**src/rtl/irq_prio_pkg.sv**
```systemverilog
package irq_prio_pkg;

  // Widest level index the shared strobe type can carry.
  localparam int unsigned LEVEL_W = 3;

  typedef logic [LEVEL_W-1:0] level_t;

  // Strobes from the control half to the datapath half.
  typedef struct packed {
    logic   clrValid;
    level_t clrLevel;
  } ctl_strobe_t;

endpackage

```
**src/rtl/irq_prio_control.sv**
```systemverilog
module irq_prio_control
  import irq_prio_pkg::*;
#(
  parameter int unsigned NUM_LEVELS = 8
) (
  input  logic [NUM_LEVELS-1:0] pendingQ,
  input  logic                  globalEn,
  input  logic                  ackIn,
  output level_t                grantLevel,
  output logic                  irqOut,
  output ctl_strobe_t           strobes
);

  logic anyPending;

  // Fixed priority: a higher index overrides a lower one.
  always_comb begin
    grantLevel = '0;
    for (int i = 0; i < NUM_LEVELS; i++) begin
      if (pendingQ[i]) grantLevel = level_t'(i);
    end
  end

  assign anyPending       = |pendingQ;
  assign irqOut           = globalEn & anyPending;
  assign strobes.clrValid = ackIn & irqOut;
  assign strobes.clrLevel = grantLevel;

endmodule

```
**src/rtl/irq_prio_datapath.sv**
```systemverilog
module irq_prio_datapath
  import irq_prio_pkg::*;
#(
  parameter int unsigned NUM_LEVELS = 8,
  parameter int unsigned NUM_SRC    = 11,
  parameter int unsigned VEC_W      = 9,
  parameter int unsigned OP_W       = 8,
  parameter logic [NUM_SRC*LEVEL_W-1:0]  SRC_LEVEL = '0,
  parameter logic [NUM_LEVELS*VEC_W-1:0] VECTORS   = '0,
  parameter logic [NUM_LEVELS*OP_W-1:0]  OPCODES   = '0
) (
  input  logic                  clk,
  input  logic                  rstN,
  input  logic [NUM_SRC-1:0]    srcEvent,
  input  logic [NUM_SRC-1:0]    srcEnable,
  input  logic                  swWrEn,
  input  logic [NUM_LEVELS-1:0] swWrData,
  input  ctl_strobe_t           strobes,
  input  level_t                grantLevel,
  output logic [NUM_LEVELS-1:0] pendingQ,
  output logic [VEC_W-1:0]      vecOut,
  output logic [OP_W-1:0]       opcodeOut
);

  logic [NUM_SRC-1:0]    liveEvent;
  logic [NUM_LEVELS-1:0] hwSet;
  logic [NUM_LEVELS-1:0] swSet;
  logic [NUM_LEVELS-1:0] clrMask;
  logic [NUM_LEVELS-1:0] pendingD;

  assign liveEvent = srcEvent & srcEnable;
  assign swSet     = swWrEn ? swWrData : '0;

  // Fan-in of the enabled sources onto their levels.
  for (genvar l = 0; l < NUM_LEVELS; l++) begin : g_level
    logic [NUM_SRC-1:0] srcSel;
    for (genvar s = 0; s < NUM_SRC; s++) begin : g_src
      assign srcSel[s] = (SRC_LEVEL[s*LEVEL_W +: LEVEL_W] == level_t'(l));
    end
    assign hwSet[l]   = |(liveEvent & srcSel);
    assign clrMask[l] = strobes.clrValid && (strobes.clrLevel == level_t'(l));
  end

  // A set in the same cycle as the clear wins.
  assign pendingD = (pendingQ & ~clrMask) | hwSet | swSet;

  always_ff @(posedge clk or negedge rstN) begin
    if (!rstN) pendingQ <= '0;
    else       pendingQ <= pendingD;
  end

  always_comb begin
    if (pendingQ == '0) begin
      vecOut    = '0;
      opcodeOut = '0;
    end else begin
      vecOut    = VECTORS[grantLevel*VEC_W +: VEC_W];
      opcodeOut = OPCODES[grantLevel*OP_W +: OP_W];
    end
  end

endmodule

```
**src/rtl/irq_prio_ctrl.sv**
```systemverilog
module irq_prio_ctrl
  import irq_prio_pkg::*;
#(
  parameter int unsigned NUM_LEVELS = 8,
  parameter int unsigned NUM_SRC    = 11,
  parameter int unsigned VEC_W      = 9,
  parameter int unsigned OP_W       = 8,
  parameter logic [NUM_SRC*LEVEL_W-1:0] SRC_LEVEL =
    {3'd7, 3'd6, 3'd6, 3'd5, 3'd5, 3'd5, 3'd4, 3'd3, 3'd2, 3'd1, 3'd1},
  parameter logic [NUM_LEVELS*VEC_W-1:0] VECTORS =
    {9'h1E0, 9'h1C0, 9'h180, 9'h140, 9'h100, 9'h0C0, 9'h080, 9'h040},
  parameter logic [NUM_LEVELS*OP_W-1:0] OPCODES =
    {8'hFC, 8'hF8, 8'hF0, 8'hE8, 8'hE8, 8'hD8, 8'hD0, 8'hC8}
) (
  input  logic                  clk,
  input  logic                  rstN,
  input  logic [NUM_SRC-1:0]    srcEvent,
  input  logic [NUM_SRC-1:0]    srcEnable,
  input  logic                  swWrEn,
  input  logic [NUM_LEVELS-1:0] swWrData,
  input  logic                  globalEn,
  input  logic                  ackIn,
  output logic                  irqOut,
  output logic [VEC_W-1:0]      vecOut,
  output logic [OP_W-1:0]       opcodeOut
);

  localparam int unsigned MAX_LEVELS = 1 << LEVEL_W;

  initial begin
    if (NUM_LEVELS > MAX_LEVELS)
      $error("NUM_LEVELS exceeds the width of the level index");
  end

  logic [NUM_LEVELS-1:0] pendingQ;
  level_t                grantLevel;
  ctl_strobe_t           strobes;

  irq_prio_control #(
    .NUM_LEVELS(NUM_LEVELS)
  ) u_control (
    .pendingQ  (pendingQ),
    .globalEn  (globalEn),
    .ackIn     (ackIn),
    .grantLevel(grantLevel),
    .irqOut    (irqOut),
    .strobes   (strobes)
  );

  irq_prio_datapath #(
    .NUM_LEVELS(NUM_LEVELS),
    .NUM_SRC   (NUM_SRC),
    .VEC_W     (VEC_W),
    .OP_W      (OP_W),
    .SRC_LEVEL (SRC_LEVEL),
    .VECTORS   (VECTORS),
    .OPCODES   (OPCODES)
  ) u_datapath (
    .clk       (clk),
    .rstN      (rstN),
    .srcEvent  (srcEvent),
    .srcEnable (srcEnable),
    .swWrEn    (swWrEn),
    .swWrData  (swWrData),
    .strobes   (strobes),
    .grantLevel(grantLevel),
    .pendingQ  (pendingQ),
    .vecOut    (vecOut),
    .opcodeOut (opcodeOut)
  );

endmodule

```
**config.mk**
```make
export PLATFORM = sky130hd
export DESIGN_NAME = irq_prio_ctrl
export DESIGN_NICKNAME = d
export VERILOG_FILES = /design/src/rtl/irq_prio_pkg.sv /design/src/rtl/irq_prio_control.sv /design/src/rtl/irq_prio_datapath.sv /design/src/rtl/irq_prio_ctrl.sv
export SDC_FILE = /design/constraint.sdc
export NUM_CORES = 1
export LEC_CHECK = 0
export CAP_MARGIN = 15
export CORE_MARGIN = 3
export CORE_UTILIZATION = 32
export DETAILED_ROUTE_END_ITERATION = 12
export GPL_TIMING_DRIVEN = 0
export PLACE_DENSITY_LB_ADDON = 0.08
export SLEW_MARGIN = 15
export SYNTH_ARGS = -nofsm -noshare
export SYNTH_HDL_FRONTEND = slang
export SYNTH_SLANG_ARGS = --single-unit
```
**constraint.sdc**
```tcl
create_clock -name clk -period 2.22 [get_ports clk]
set_input_delay 0.444 -clock clk [delete_from_list [all_inputs] [get_ports clk]]
set_output_delay 0.444 -clock clk [all_outputs]
set_load 0.005 [all_outputs]
```
==> flow_summary.toml <==
[status]
outcome = "finished with violations"
violations = "setup timing"

[critical_path]
crit_path_cell_trace = "buf_6 > nor3b_2 > a211o_2 > a21oi_2 > buf_4 > ha_4 > o22ai_4 > buf_6 > buf_6"
crit_required_ps = 1780
crit_slowest_cell = "dfrtp_2"
crit_path_max_fanout = 4
max_stage_delay_ps = 440
crit_buf_inv = 4
crit_path_start_kind = "flip-flop"
crit_type = "reg2out"
cp-end-kind = "output port"
crit_arrival_ps = 1870
crit_family = "buffers and inverters"
cp_common_cell = "buf_6"

[place]
hpwl_mm = 1.59
port_buffers = 44
place_ws_ps = -325
gp_congestion = 0.772

[pwr]
finalPower_w = 0.000393
cellPowerDensity_mw_per_mm2 = 291
p_leak_nw = 0.565
ir_drop_v = 0.000279

[timing]
period_needed_ps = 2310
period_share_pct = 104
rsz0062_at_grt = "yes"
drv_slew = 0
hold_viol_final = 0
setup_violations = 2
fmax_ghz = 0.433
fin_worst_skew_ps = 2.05
finalWorstSetupSlack_ps = -91.9
hold_slack_ps = 471

[clock_tree]
cts_buffers = 3
insertion_delay_ps = 250
postCtsHoldBufs = 0
clock_sinks = 8
cts_tree = "done"
cts_htree_levels = 1
root_buffer = "clkbuf_4"
cts_max_path_buffers = 2
path_clk_slew_ps = 50

[floorplanning]
die_y_um = 50.7
die-area_mm2 = 0.00257
ios = 53
rows = 15
die_x_um = 50.7
core_area_mm2 = 0.00180
initial_core_util_pct = 35.5

[final_layout]
multi_input_area_um2 = 439
seqCellArea_um2 = 208
postLayoutCoreUtil_pct = 74.9
largestRegisters = "u_datapath.pendingQ x8"
layout.nets = 181
top_register = "u_datapath.pendingQ"
layout-drive-gt1-share_pct = 37.6
antenna_cells = 0
largest_register_ffs = 8
n_fill_cell = 143
area_delta_synth_final_pct = 111

[logic_synthesis]
yosysMostFrequentCell = "buf_4"
synth_compound_gate_area_share_pct = 23.5
synth_commonest_cells = "12 x buf_4, 9 x nand2_1, 8 x dfrtp_1"
synth_seq_cells = 8
synth_top_area_cell = "dfrtp_1"
synth.distinct_cells = 28
seq_area_frac_synth_pct = 31.3
netlist_top_cells_area = "dfrtp_1 31%, buf_4 14%, a22oi_1 5.9%"
netlist_instances = 75
synth.top_cell.area_share_pct = 31.3
synthMuxAreaShare_pct = 0
netlist_area_um2 = 639
synth_top_family_by_area = "compound AO/OA/AOI/OAI gates"
async_flop_share_pct = 100
yosys.area_share.simple_pct = 21.1
synth_edf_count = 0
synthAdderAreaFrac_pct = 5.87
ys.flop_type = "dfrtp_1"
synth_xor_area_share_pct = 0
syn_avg_cell_area_um2 = 8.52
yosysWarnings = 0

[detailed_routing]
dr_total_vias = 824
drt_iter0_markers = 17
wl_mm = 2.36
via_per_inst = 4.96
drc = 0
wl_per_cell_um = 14.2
first_pass_iters = 4
drt.antenna.violating_nets = 0

[grt]
gr-total-overflow = 0
grt_max_degree = 9
grt_pass1_vias = 905
antenna_found_initial = 0
track_usage_pct = 19.7
grt_pass1_wl_mm = 3.75

[flow_run]
drv_cap = 0

[worst_hold_path]
hp-class = "in2async"
area by class of cell:
cell class                      count  area share, %
Buffer                             13           6.95
Clock buffer                        3           1.67
Inverter                            4           1.11
Multi-Input combinational cell     55           32.5
Sequential cell                     8           15.4
Tap cell                           25           2.32
Timing Repair Buffer               58           40.0
stage by stage:
stage,setup TNS (ps),instance area (µm²),std cells
4_1_cts,-116,1300,164
6_report,-134,1350,166
2_1_floorplan,0,662,81
5_1_grt,-327,1350,166
3_3_place_gp,-964,1130,150
3_5_place_dp,-1010,1130,150
metal layers:
metal  vias up  global-route usage [%]  share of wire (%)
li1        395                       -                  -
met3         4                    8.01                7.8
met1       394                    17.6                 35
met5         -                       0                  0
met2        31                    39.6                 56
met4         0                    5.38               0.89
worst register-to-register path, stage by stage, from the launching register on:
cell,delay [ps]
dfrtp_2,440
buf_6,130
nor3b_2,190
a211o_2,150
buf_4,120
a21o_1,110
ha_1,140
nand3_1,120
o21ai_0,170
nand2_1,70
power breakdown:
part,switching [W],internal (W)
registers,0.00000259,0.000149
clock network,0.0000477,0.0000617
logic,0.0000433,0.0000890
total,0.0000935,0.000300
cells by family (layout without fill, tap and decap cells):
| group | count (synthesis) | after routing |
|---|---|---|
| other cells | 1 | 7 |
| simple gates | 25 | 25 |
| fa+ha+maj | 3 | 3 |
| compound gates | 20 | 20 |
| flops | 8 | 8 |
| buf+inv | 18 | 78 |
placed cells by master, fill, tap and decap left out, drive strengths merged:
cell type      count
buf               27
o22ai              1
and2               1
nor3b              1
a22o               1
dlygate4sd2        6
or4b               1
conb               7
a21o               1
a22oi              5
o31a               1
clkdlybuf4s50     35
a21boi             1
nor3               2
nand4              1
a21oi              1
nor4               3
inv                4
dfrtp              8
nor2               2
ha                 3
o21ai              4
nand3              3
o31ai              1
clkbuf             6
or4                2
nand2              9
a222oi             3
a211o              1
repair_timing:
action                     CTS  global route
pin swaps                    7             8
setup buffers               11             3
gates resized for setup     35            11
setup endpoints to repair    9             6
cloned                       0             0
final timing paths:
check	startpoint	to	slack, ps	cells after the start
min	rstN	u_datapath.pendingQ[0]	470	1
max in group asynchronous	rstN	u_datapath.pendingQ[7]	1460	1
max	u_datapath.pendingQ[4]	vecOut[7]	-90	9
max reg2reg	u_datapath.pendingQ[4]	u_datapath.pendingQ[1]	490	9
min in group clk	u_datapath.pendingQ[0]	u_datapath.pendingQ[0]	550	1
min reg2reg	u_datapath.pendingQ[0]	u_datapath.pendingQ[0]	550	1
No activity file was read; power rests on OpenSTA's default activity.
